<file path="config.mk">
export PLATFORM = sky130hd
export DESIGN_NAME = qdc_cfg_ctrl
export DESIGN_NICKNAME = d
export VERILOG_FILES = /design/src/rtl/qdc_cfg_pkg.sv /design/src/rtl/qdc_mode_seq.sv /design/src/rtl/qdc_cfg_chain.sv /design/src/rtl/qdc_cfg_ctrl.sv
export SDC_FILE = /design/constraint.sdc
export NUM_CORES = 1
export LEC_CHECK = 0
export BUFFER_PORTS_ARGS = -buffer_cell sky130_fd_sc_hd__buf_2
export CORE_MARGIN = 2
export CORE_UTILIZATION = 30
export DETAILED_ROUTE_END_ITERATION = 12
export HOLD_SLACK_MARGIN = 0.03
export PLACE_DENSITY = 0.58
export SKIP_LAST_GASP = 1
export SYNTH_ARGS = -nofsm -noshare
export SYNTH_HDL_FRONTEND = slang
export SYNTH_SLANG_ARGS = --single-unit
</file>
<file path="constraint.sdc">
create_clock -name clk -period 1.71 [get_ports clk]
set_clock_uncertainty 0.15 [all_clocks]
set_input_delay 0.2565 -clock clk [delete_from_list [all_inputs] [get_ports clk]]
set_output_delay 0.2565 -clock clk [all_outputs]
set_load 0.005 [all_outputs]
</file>
<file path="src/rtl/qdc_cfg_pkg.sv">
package qdc_cfg_pkg;

    localparam int RANGE_W = 2;
    localparam int INJ_W   = RANGE_W + 1;

    typedef enum logic [1:0] {
        MODE_NORM = 2'b00,
        MODE_PROG = 2'b01,
        MODE_INJ  = 2'b10
    } qdc_mode_e;

    // Unused code 11 falls back to Normal.
    function automatic qdc_mode_e decode_mode(input logic [1:0] sel);
        case (sel)
            2'b01:   return MODE_PROG;
            2'b10:   return MODE_INJ;
            default: return MODE_NORM;
        endcase
    endfunction

endpackage

</file>
<file path="src/rtl/qdc_mode_seq.sv">
module qdc_mode_seq
    import qdc_cfg_pkg::*;
#(
    parameter int N_PHASE = 4,
    localparam int PH_W   = $clog2(N_PHASE)
) (
    input  logic            clk,
    input  logic            rst,
    input  logic [1:0]      mode_sel,
    output qdc_mode_e       mode_q_o,
    output logic [PH_W-1:0] phase_o,
    output logic            strobe_o,
    output logic            shift_en_o,
    output logic            prog_exit_o
);

    typedef struct packed {
        qdc_mode_e       mode;
        logic [PH_W-1:0] phase;
        logic            strobe;
    } seq_t;

    seq_t      st_d, st_q;
    qdc_mode_e req_mode;

    always_comb begin
        req_mode    = decode_mode(mode_sel);
        st_d        = st_q;
        st_d.mode   = req_mode;
        st_d.phase  = st_q.phase + 1'b1;
        st_d.strobe = (st_d.mode == MODE_INJ) && (st_d.phase == '0);
        if (rst) begin
            st_d.mode   = MODE_NORM;
            st_d.phase  = '0;
            st_d.strobe = 1'b0;
        end
    end

    always_ff @(posedge clk) begin
        st_q <= st_d;
    end

    assign mode_q_o    = st_q.mode;
    assign phase_o     = st_q.phase;
    assign strobe_o    = st_q.strobe;
    assign shift_en_o  = (req_mode == MODE_PROG);
    assign prog_exit_o = (st_q.mode == MODE_PROG) && (req_mode != MODE_PROG);

endmodule

</file>
<file path="src/rtl/qdc_cfg_chain.sv">
module qdc_cfg_chain #(
    parameter int CFG_W = 40
) (
    input  logic             clk,
    input  logic             rst,
    input  logic             shift_en,
    input  logic             load_en,
    input  logic             ser_in,
    output logic             ser_out,
    output logic [CFG_W-1:0] shadow_o
);

    typedef struct packed {
        logic [CFG_W-1:0] chain;
        logic [CFG_W-1:0] shadow;
    } chain_t;

    chain_t st_d, st_q;

    always_comb begin
        st_d = st_q;
        if (shift_en) begin
            st_d.chain = {st_q.chain[CFG_W-2:0], ser_in};
        end
        if (load_en) begin
            st_d.shadow = st_q.chain;
        end
        if (rst) begin
            st_d.chain  = '0;
            st_d.shadow = '0;
        end
    end

    always_ff @(posedge clk) begin
        st_q <= st_d;
    end

    assign ser_out  = st_q.chain[CFG_W-1];
    assign shadow_o = st_q.shadow;

endmodule

</file>
<file path="src/rtl/qdc_cfg_ctrl.sv">
module qdc_cfg_ctrl
    import qdc_cfg_pkg::*;
#(
    parameter int TW      = 8,
    parameter int PW      = 6,
    parameter int PPW     = 4,
    parameter int BW      = 4,
    parameter int N_PHASE = 4
) (
    input  logic                   clk,
    input  logic                   rst,
    input  logic [1:0]             mode_sel,
    input  logic                   ser_in,
    output logic                   ser_out,
    input  logic [RANGE_W-1:0]     rng_auto,
    output logic [TW-1:0]          disc_thresh,
    output logic [PW-1:0]          ped_code,
    output logic [N_PHASE*PPW-1:0] phase_trims,
    output logic [PPW-1:0]         trim_active,
    output logic                   force_en,
    output logic [RANGE_W-1:0]     eff_range,
    output logic [INJ_W-1:0]       inj_level,
    output logic [RANGE_W-1:0]     inj_range,
    output logic                   inj_upper,
    output logic [BW-1:0]          bias_code,
    output logic                   is_normal,
    output logic                   is_program,
    output logic                   is_inject,
    output logic [$clog2(N_PHASE)-1:0] cap_phase,
    output logic                   inj_strobe
);

    localparam int PH_W    = $clog2(N_PHASE);
    localparam int BIAS_LO = 0;
    localparam int INJ_LO  = BIAS_LO + BW;
    localparam int FVAL_LO = INJ_LO + INJ_W;
    localparam int FEN_BIT = FVAL_LO + RANGE_W;
    localparam int TRIM_LO = FEN_BIT + 1;
    localparam int PED_LO  = TRIM_LO + N_PHASE * PPW;
    localparam int THR_LO  = PED_LO + PW;
    localparam int CFG_W   = THR_LO + TW;

    qdc_mode_e        mode_q;
    logic             shift_en;
    logic             prog_exit;
    logic [CFG_W-1:0] shadow;
    logic [PPW-1:0]   trim_arr [N_PHASE];
    logic [RANGE_W-1:0] force_val;

    qdc_mode_seq #(.N_PHASE(N_PHASE)) u_seq (
        .clk         (clk),
        .rst         (rst),
        .mode_sel    (mode_sel),
        .mode_q_o    (mode_q),
        .phase_o     (cap_phase),
        .strobe_o    (inj_strobe),
        .shift_en_o  (shift_en),
        .prog_exit_o (prog_exit)
    );

    qdc_cfg_chain #(.CFG_W(CFG_W)) u_chain (
        .clk      (clk),
        .rst      (rst),
        .shift_en (shift_en),
        .load_en  (prog_exit),
        .ser_in   (ser_in),
        .ser_out  (ser_out),
        .shadow_o (shadow)
    );

    generate
        for (genvar p = 0; p < N_PHASE; p++) begin : g_trim
            assign trim_arr[p] = shadow[TRIM_LO + p*PPW +: PPW];
        end
    endgenerate

    assign bias_code   = shadow[BIAS_LO +: BW];
    assign inj_level   = shadow[INJ_LO +: INJ_W];
    assign force_val   = shadow[FVAL_LO +: RANGE_W];
    assign force_en    = shadow[FEN_BIT];
    assign phase_trims = shadow[TRIM_LO +: N_PHASE*PPW];
    assign ped_code    = shadow[PED_LO +: PW];
    assign disc_thresh = shadow[THR_LO +: TW];

    assign inj_range = inj_level[INJ_W-1:1];
    assign inj_upper = inj_level[0];

    always_comb begin
        eff_range   = force_en ? force_val : rng_auto;
        trim_active = (eff_range == '0) ? trim_arr[cap_phase] : '0;
    end

    assign is_normal  = (mode_q == MODE_NORM);
    assign is_program = (mode_q == MODE_PROG);
    assign is_inject  = (mode_q == MODE_INJ);

endmodule

</file>
; Word level (Yosys, flattened, before mapping)
; Index checks and enable logic that the tools add are counted.
[word_totals]
regBits = 85
latchBits = 0
ramBits = 0
mem_bits_ro = 0
inputBits = 7
out_inout_bits = 54
wordCells = 26
memories = 0
[op_classes]
n_addsub = 1
multipliers = 0
n_div = 0
magnitude_cmp = 1
eq_ne = 7
n_shift = 0
n_mux = 6
bitwise_logic = 1
reduce_logical = 5
[op_table]
columns = operator, count
row1 = $mux 4, 3
row2 = $bmux 4 s2, 1
row3 = $eq 2x1->1 const B, 3
row4 = $eq 2x2->1 const B, 3
row5 = $logic_not 2->1, 3
row6 = $pmux 2 s2, 1
row7 = $ge 3x3->1 const B, 1
row8 = $not 2->3, 1
row9 = $add 2x1->2 const B, 1
row10 = $logic_and 1x1->1, 2
row11 = $mux 2, 1
row12 = $ne 2x1->1 const B, 1

; Logic depth before layout (Yosys ltp)
; Gate-level depths: netlist of run 1.
[logic_depth]
word_depth = 5
ltp_mapped = 5

; Cells and area by module
; A second synthesis of run 1 with hierarchy kept.
[hier_totals]
cells_unflattened = 330
hier_area_um2 = 3604.7
[modules_own_cells]
columns = module, n_inst, cells_per_inst, area_each_um2
row1 = qdc_cfg_chain, 1, 299, 3229.3
row2 = qdc_cfg_ctrl, 1, 18, 211.5
row3 = qdc_mode_seq, 1, 13, 163.9

; Worst setup path before layout of run 1
; Ideal clock, no wire load.
[synth_path]
path_kind = register -> output
from = register u_seq.st_q, in the netlist u_seq.phase_o[0]
to = output port trim_active[0]
t_arrival_ns = 1.112
required_time_ns = 1.304
setup_slack_ns = 0.192
path_stages_with_launch = 4
n_path_buf = 1
path_cell_list = dfxtp_1 buf_6 mux4_2 nor2b_1
[synth_via]
elab_chain_cells = 5
[synth_lines]
columns = element, line_no
row1 = "start, declared", qdc_mode_seq.sv:23  ; seq_t st_d, st_q;
row2 = "start signal, assigned", qdc_mode_seq.sv:40  ; st_q <= st_d;
row3 = $not 2->3 (implied by the code), qdc_cfg_ctrl.sv:90  ; trim_active = (eff_range == '0) ? trim_arr[cap_phase] : '0;
row4 = $bmux 4 s2, qdc_cfg_ctrl.sv:90
row5 = $mux 4 (implied by the code) (2 in series), qdc_cfg_ctrl.sv:90
row6 = $mux 4, qdc_cfg_ctrl.sv:90
row7 = "end, declared", qdc_cfg_ctrl.sv:19  ; output logic [PPW-1:0] trim_active,
; Every way passes these cells. The select of a mux whose other input is x is not followed.

; Worst setup path after layout of run 1
[layout_path]
from = register u_seq.st_q, in the netlist u_seq.phase_o[0]
to = output port trim_active[1]
; Same word-level chain as after synthesis.

==> results of run 1 <==
cell families (layout without fill, tap and decap cells):
group,count (synthesis),count (layout),synth area share
flip-flops,85,85,0.486
AND/OR/NAND/NOR,136,136,0.171
multiplexers,6,6,0.0322
buffers and inverters,76,89,0.134
adder cells (fa/ha/maj),1,1,0.00358
AO/OA/AOI/OAI,121,121,0.173
final cells by class:
cell class	instances	share of cell area
multi-input combinational	264	0.338
timing repair buffer	73	0.114
clock buffer	11	0.0610
inverter	1	0.000943
clock inverter	4	0.0123
sequential	85	0.428
tap	143	0.0450
repair_timing:
action                                  CTS  global route
endpoints found under the hold margin     2             0
endpoints found under the setup margin    4             5
gates resized for setup                   2             5
hold buffers                              3             0
per-layer routing:
layer,up-vias,part of all wire,wire (um)
met2,46,0.45,3240
li1,1410,-,-
met3,14,0.041,292
met1,1259,0.49,3460
met4,0,0.019,136
met5,-,0,0
worst min-delay path by stage:
stage | from | to | slack (ps) | cells past startpoint
final | rst | u_seq.strobe_o | 170 | 3
after global routing | rst | u_seq.strobe_o | 170 | 3
after CTS | rst | u_seq.strobe_o | 150 | 3
after detailed placement | u_chain.st_q[52] | u_chain.st_q[53] | 310 | 2
after global placement | u_chain.st_q[76] | u_chain.st_q[77] | 300 | 2
after floorplan | mode_sel[0] | u_seq.mode_q_o[1] | 190 | 1
state kept, by name (all words and copies together), names as in the netlist:
signal / flops
u_chain.st_q: 39
u_chain.shadow_o: 40
u_seq.phase_o: 2
u_seq.strobe_o: 1
u_seq.mode_q_o: 2
u_chain.ser_out: 1
power breakdown:
part	switching, mW	internal, mW
clock network	0.740	1.16
registers	0.00989	1.99
logic	0.129	0.0618
synthesized netlist by cell type, types with 2 or more instances:
master / instances / area [um2]
o21ai_0: 40 / 200
clkbuf_1: 11 / 41.3
buf_2: 23 / 115
dfxtp_1: 85 / 1700
mux4_2: 4 / 90.1
nand3_1: 40 / 200
nor2_1: 4 / 15.0
nand2_1: 80 / 300
nor2b_1: 7 / 43.8
buf_4: 39 / 293
a21oi_1: 81 / 405
mux2_2: 2 / 22.5
through the flow:
| step | utilization | hold WS [ps] | total power, mW | cells | setup TNS, ps |
|---|---|---|---|---|---|
| final | 0.348 | 171 | 4.09 | 581 | -904 |
| after global routing | 0.348 | 174 | 4.26 | 581 | -1190 |
| after CTS | 0.347 | 152 | 4.15 | 581 | -942 |
| after detailed placement | 0.318 | 308 | 2.23 | 563 | 0 |
| after global placement | 0.318 | 304 | 2.23 | 563 | 0 |
| after floorplan | - | 190 | 2.17 | 425 | 0 |
worst min-delay path, stage by stage:
cell     delay [ps]
buf_2           120
nor3b_1          60
and2_1          150
==> results.json, run 1 <==
{
  "r2r_slack_ps": 390,
  "totalWireLength_um": 7130,
  "slew_violations": 0,
  "slowest_stage": "mux4_2",
  "grt_max_degree": 84,
  "core-area_um2": 11400,
  "cts_buffers": 9,
  "cts_setup_buffers": 0,
  "nNetsFinal": 442,
  "path_clk_slew_ps": 60,
  "met2_usage": 0.188,
  "dieArea_um2": 12500,
  "dp.final_hpwl_um": 4430,
  "syn-num-nets": 433,
  "ys_warn_count": 0,
  "final_common_cell": "dfxtp_1",
  "hp-class": "in2reg",
  "busiest_layer": "met2",
  "clock-sinks": 85,
  "arrival_ps": 1540,
  "max_slew_margin": 0.763,
  "finalCriticalPeriod_ps": 1950,
  "drv_cap": 0,
  "rr_worst_depth": 5,
  "cts_tree": "built",
  "yosys_most_used_dff": "dfxtp_1",
  "cts-root-buf": "clkbuf_16",
  "path_class": "reg2out",
  "cts.htree.levels": 3,
  "cp-end-kind": "output port",
  "crit_end": "trim_active[1]",
  "powerDensity_nw_per_um2": 1030,
  "cp-start-kind": "register",
  "grt_overflow": 0,
  "worst-path-stages": 4,
  "ys_types": 21,
  "start_util": 0.306,
  "die_x_um": 112,
  "async_reset_ff_frac": 0,
  "synth_cells": 425,
  "status": "complete, but fails checks",
  "fillers": 1211,
  "finalInstanceArea_um2": 3980,
  "timing.fmax_mhz": 513,
  "cpPeakStageDelay_ps": 490,
  "antenna_found_initial": 0,
  "critPathMaxFanout": 4,
  "netlist_area_um2": 3500,
  "place_ws_ps": 91.4,
  "post-route-drc-count": 0,
  "dr.pass1.iters": 4,
  "avgSynthCellArea_um2": 8.23,
  "hold_viol_final": 0,
  "grtUsageMet3": 0.0321,
  "placed_area_um2": 3640,
  "via_per_inst": 4.70,
  "port_buffers": 60,
  "ys_seq_area_frac": 0.486,
  "drtAntennaViolNets": 0,
  "finalWorstSetupSlack_ps": -240,
  "cp_top_family": "multiplexers",
  "vias": 2729,
  "chipHeight_um": 112,
  "clkLatencyLatePin_ps": 330,
  "drive_gt1_frac": 0.219,
  "grt_setup_unrepaired": "yes",
  "ys_ff_latch": 85,
  "place_congestion": 0.709,
  "drtIter0Drc": 128,
  "seqCellArea_um2": 1700,
  "grt_pass1_vias": 2608,
  "multi_input_area_um2": 1350,
  "synth-edff-count": 0,
  "setup_viol": 4,
  "row_count": 39,
  "area_growth_syn_to_layout_pct": 13.7,
  "ios": 61,
  "grt_first_pass_wirelength_um": 12200,
  "use_met1": 0.151,
  "layout_common_cells": "83 x dfxtp_1, 81 x a21oi_1, 80 x nand2_1, 60 x buf_2",
  "clockBufferDepth": 2,
  "crit-reg2reg-capture": "u_chain.shadow_o[17]",
  "routedWlPerCell_um": 12.3,
  "worst_slew_pin_slew_ps": 356,
  "reg2reg_from": "u_seq.mode_q_o[1]",
  "period_share": 1.14,
  "p_leak_nw": 1.46,
  "track_usage": 0.119,
  "crit_start": "u_seq.phase_o[0]",
  "path_cells": "buf_6 -> mux4_2 -> nor2b_4 -> buf_2",
  "violations": "negative setup slack",
  "worst-path-buf-inv": 2,
  "n_antenna_cell": 0,
  "cp.required_ps": 1300,
  "ir_worst_vdd_uv": 466
}
Power figures use the tool's default switching activity.
==> run 2: changes to the inputs <==
--- a/config.mk
+++ b/config.mk
@@ -6,11 +6,14 @@
 export NUM_CORES = 1
 export LEC_CHECK = 0
 export BUFFER_PORTS_ARGS = -buffer_cell sky130_fd_sc_hd__buf_2
+export CELL_PAD_IN_SITES_DETAIL_PLACEMENT = 1
+export CELL_PAD_IN_SITES_GLOBAL_PLACEMENT = 1
+export CORE_ASPECT_RATIO = 0.6
 export CORE_MARGIN = 2
 export CORE_UTILIZATION = 30
 export DETAILED_ROUTE_END_ITERATION = 12
 export HOLD_SLACK_MARGIN = 0.03
-export PLACE_DENSITY = 0.58
+export PLACE_DENSITY = 0.71
 export SKIP_LAST_GASP = 1
 export SYNTH_ARGS = -nofsm -noshare
 export SYNTH_HDL_FRONTEND = slang
==> results.json, run 2 (synthesis results as in run 1) <==
{
  "clockBufferDepth": 2,
  "cts_tree": "built",
  "hp-class": "in2reg",
  "violations": "negative setup slack",
  "drtIter0Drc": 157,
  "port_buffers": 60,
  "seqCellArea_um2": 1710,
  "max_slew_margin": 0.717,
  "cp-end-kind": "output port",
  "clock-sinks": 85,
  "busiest_layer": "met2",
  "area_growth_syn_to_layout_pct": 16.8,
  "finalInstanceArea_um2": 4090,
  "critPathMaxFanout": 5,
  "path_class": "reg2out",
  "setup_viol": 4,
  "final_common_cell": "dfxtp_1",
  "worst-path-buf-inv": 1,
  "totalWireLength_um": 9030,
  "cp-start-kind": "register",
  "grt_overflow": 0,
  "met2_usage": 0.213,
  "fillers": 1366,
  "slowest_stage": "mux4_2",
  "routedWlPerCell_um": 14.9,
  "slew_violations": 0,
  "place_congestion": 0.763,
  "ir_worst_vdd_uv": 425,
  "finalCriticalPeriod_ps": 1920,
  "cp.required_ps": 1300,
  "grt_max_degree": 45,
  "arrival_ps": 1510,
  "multi_input_area_um2": 1340,
  "drive_gt1_frac": 0.234,
  "use_met1": 0.205,
  "core-area_um2": 11300,
  "n_antenna_cell": 0,
  "placed_area_um2": 3680,
  "worst_slew_pin_slew_ps": 424,
  "row_count": 30,
  "period_share": 1.12,
  "grtUsageMet3": 0.0454,
  "status": "complete, but fails checks",
  "dr.pass1.iters": 4,
  "start_util": 0.309,
  "post-route-drc-count": 0,
  "dieArea_um2": 12600,
  "largest_reg_flops": 40,
  "vias": 2867,
  "nNetsFinal": 448,
  "cpPeakStageDelay_ps": 510,
  "cts_buffers": 9,
  "p_leak_nw": 1.49,
  "grt_pass1_vias": 2694,
  "cts-root-buf": "clkbuf_16",
  "clkLatencyLatePin_ps": 330,
  "dp.final_hpwl_um": 6110,
  "via_per_inst": 4.74,
  "path_cells": "mux4_2 -> nor2b_1 -> buf_2",
  "cp_top_family": "multiplexers",
  "die_x_um": 143,
  "grt_first_pass_wirelength_um": 14200,
  "layout_common_cells": "82 x dfxtp_1, 81 x a21oi_1, 80 x nand2_1, 60 x buf_2",
  "powerDensity_nw_per_um2": 1020,
  "path_clk_slew_ps": 60,
  "grt_setup_unrepaired": "yes",
  "drv_cap": 0,
  "chipHeight_um": 87.6,
  "track_usage": 0.145,
  "timing.fmax_mhz": 522,
  "hold_viol_final": 0,
  "finalWorstSetupSlack_ps": -207,
  "cts.htree.levels": 3,
  "ios": 61,
  "antenna_found_initial": 0,
  "drtAntennaViolNets": 0,
  "tns_ps": -757
}
==> run 2: cell count changes in the layout (fill, tap and decap cells not counted), moves of 2 or more <==
cell,change
buf_4,+6
buf_6,-3
clkinvlp_4,+3
buf_12,+2
==> run 2: repair_timing <==
action / 4_1_cts / 5_1_grt
hold buffers: 3 / 0
gates resized for setup: 3 / 5
endpoints found under the hold margin: 2 / 0
setup buffers: 0 / 2
setup endpoints to repair: 5 / 33
gates cloned: 0 / 1
==> run 2: path summary, 6_finish.rpt <==
check	startpoint	endpoint	slack, ps	cells after the start
max reg2reg	u_seq.mode_q_o[1]	u_chain.shadow_o[22]	190	6
min	mode_sel[1]	u_seq.mode_q_o[1]	130	2
min reg2reg	u_chain.st_q[40]	u_chain.st_q[41]	320	2
max	u_seq.phase_o[0]	trim_active[2]	-210	3
==> run 2: metrics by stage <==
step / total power, mW / util / worst slack [ps] / std cells / hold WS (ps)
after CTS: 4.23 / 0.355 / -236 / 602 / 109
final: 4.19 / 0.360 / -207 / 605 / 125
after detailed placement: 2.24 / 0.325 / -8.02 / 583 / 311
after floorplan: 2.17 / - / 192 / 425 / 190
after global routing: 4.34 / 0.360 / -258 / 605 / 123
after global placement: 2.23 / 0.325 / 61.3 / 583 / 306
==> run 2: area by class of cell <==
type                       instances  share of cell area
clock inverter                     5              0.0144
sequential                        85               0.418
timing repair buffer              79               0.130
inverter                           1             0.00184
multi-input combinational        264               0.328
clock buffer                      11              0.0594
tap                              160              0.0490
==> run 2: metal layers <==
layer,wire length (um),up-vias
met5,0,-
met1,4680,1373
met4,67,0
li1,-,1425
met2,3850,60
met3,436,9
==> run 2: worst register-to-register path: stages, from the launching register on <==
cell and delay (ps):
dfxtp_1 320, nand2b_4 160, clkinvlp_4 100, buf_4 140, buf_4 230, nand3_1 190, a21oi_1 160
==> run 2: where the power goes <==
part	switching (mW)	internal (mW)
logic	0.137	0.0754
clock network	0.801	1.17
registers	0.0123	1.99
total	0.950	3.24
==> run 3: changes to the inputs <==
==> constraint.sdc (replaced) <==
create_clock -name clk -period 1.71 [get_ports clk]
set_clock_uncertainty 0.15 [all_clocks]
set_input_delay 0.342 -clock clk [delete_from_list [all_inputs] [get_ports clk]]
set_output_delay 0.342 -clock clk [all_outputs]
set_load 0.005 [all_outputs]
==> results.json, run 3 (synthesis results as in run 1) <==
{
  "powerDensity_nw_per_um2": 1010,
  "start_util": 0.309,
  "multi_input_area_um2": 1340,
  "worst_slew_pin_slew_ps": 460,
  "cp-end-kind": "output port",
  "drive_gt1_frac": 0.240,
  "vias": 2861,
  "clockBufferDepth": 2,
  "nNetsFinal": 445,
  "grt_setup_unrepaired": "yes",
  "chipHeight_um": 87.6,
  "setup_viol": 4,
  "row_count": 30,
  "clkLatencyLatePin_ps": 340,
  "core-area_um2": 11300,
  "violations": "negative setup slack",
  "clock-sinks": 85,
  "slew_violations": 0,
  "via_per_inst": 4.75,
  "cp.required_ps": 1220,
  "timing.fmax_mhz": 496,
  "n_antenna_cell": 0,
  "final_cells": 602,
  "fillers": 1367,
  "placed_area_um2": 3680,
  "hold_buffers": 0,
  "cts-root-buf": "clkbuf_16",
  "port_buffers": 60,
  "place_ws_ps": -95.2,
  "hp-class": "in2reg",
  "cp-start-kind": "register",
  "area_growth_syn_to_layout_pct": 15.6,
  "antenna_found_initial": 0,
  "ios": 61,
  "path_class": "reg2out",
  "finalWorstSetupSlack_ps": -307,
  "p_leak_nw": 1.49,
  "cts.htree.levels": 3,
  "dieArea_um2": 12600,
  "grt_first_pass_wirelength_um": 14900,
  "grt_overflow": 0,
  "finalInstanceArea_um2": 4040,
  "period_share": 1.18,
  "dr.pass1.iters": 7,
  "grt_max_degree": 45,
  "drtAntennaViolNets": 0,
  "drtIter0Drc": 212,
  "path_clk_slew_ps": 70,
  "hold_viol_final": 0,
  "track_usage": 0.153,
  "seqCellArea_um2": 1710,
  "cts_tree": "built",
  "totalWireLength_um": 9120,
  "ir_worst_vdd_uv": 419,
  "finalCriticalPeriod_ps": 2020,
  "dp.final_hpwl_um": 5970,
  "status": "complete, but fails checks",
  "largest_reg_flops": 40,
  "grt_pass1_vias": 2798,
  "r2r_slack_ps": 350,
  "drv_cap": 0,
  "die_x_um": 143,
  "routedWlPerCell_um": 15.1,
  "post-route-drc-count": 0,
  "max_slew_margin": 0.693,
  "cts_buffers": 9,
  "post-place-cells": 582,
  "layout_common_cells": "81 x a21oi_1, 81 x dfxtp_1, 80 x nand2_1, 60 x buf_2",
  "critPathMaxFanout": 5,
  "arrival_ps": 1530,
  "place_congestion": 0.738
}
run 3: layout make-up:
type | count | area share
Sequential cell | 85 | 0.423
Inverter | 1 | 0.00155
Clock buffer | 10 | 0.0591
Timing Repair Buffer | 76 | 0.123
Multi-Input combinational cell | 264 | 0.332
Tap cell | 160 | 0.0495
Clock inverter | 6 | 0.0118
run 3: stage by stage:
step                      power [mW]   util  TNS (ps)  hold slack, ps
after floorplan                 2.17      -         0             275
after global placement          2.23  0.325     -73.9             305
after detailed placement        2.24  0.325      -305             312
after CTS                       4.12  0.354     -1250            91.5
after global routing            4.24  0.357     -1450            93.0
final                           4.07  0.357     -1150             101
run 3: worst max-delay path: stages, from the launching register on:
cell	delay, ps
dfxtp_4	390
mux4_2	510
nor2b_1	140
buf_2	140
run 3: report_power, final:
group / leakage (nW) / switching [mW] / internal [mW]
Sequential: 0.687 / 0.0122 / 1.99
Combinational: 0.661 / 0.136 / 0.0702
Clock: 0.139 / 0.827 / 1.03
Total: 1.49 / 0.975 / 3.09
run 3: routing by layer:
| metal | part of all wire | GRT usage | wire length (um) | vias to the layer above |
|---|---|---|---|---|
| met5 | 0 | 0 | 0 | - |
| met3 | 0.052 | 0.0514 | 473 | 6 |
| met4 | 0.0089 | 0.0401 | 81 | 0 |
| li1 | - | - | - | 1415 |
| met2 | 0.41 | 0.214 | 3710 | 63 |
| met1 | 0.53 | 0.225 | 4860 | 1377 |
run 3: what timing repair did:
action,in CTS,in global routing
cloned,1,0
setup buffers,0,3
gates resized for setup,6,3
setup endpoints to repair,7,7
run 3: path summary, 6_finish.rpt:
kind                                   startpoint                   end  depth (start not counted)
worst min-delay path                  mode_sel[0]     u_seq.mode_q_o[1]                          2
worst max-delay path             u_seq.phase_o[0]        trim_active[2]                          3
worst min register to register   u_chain.st_q[40]      u_chain.st_q[41]                          2
worst max register to register  u_seq.mode_q_o[1]  u_chain.shadow_o[22]                          5
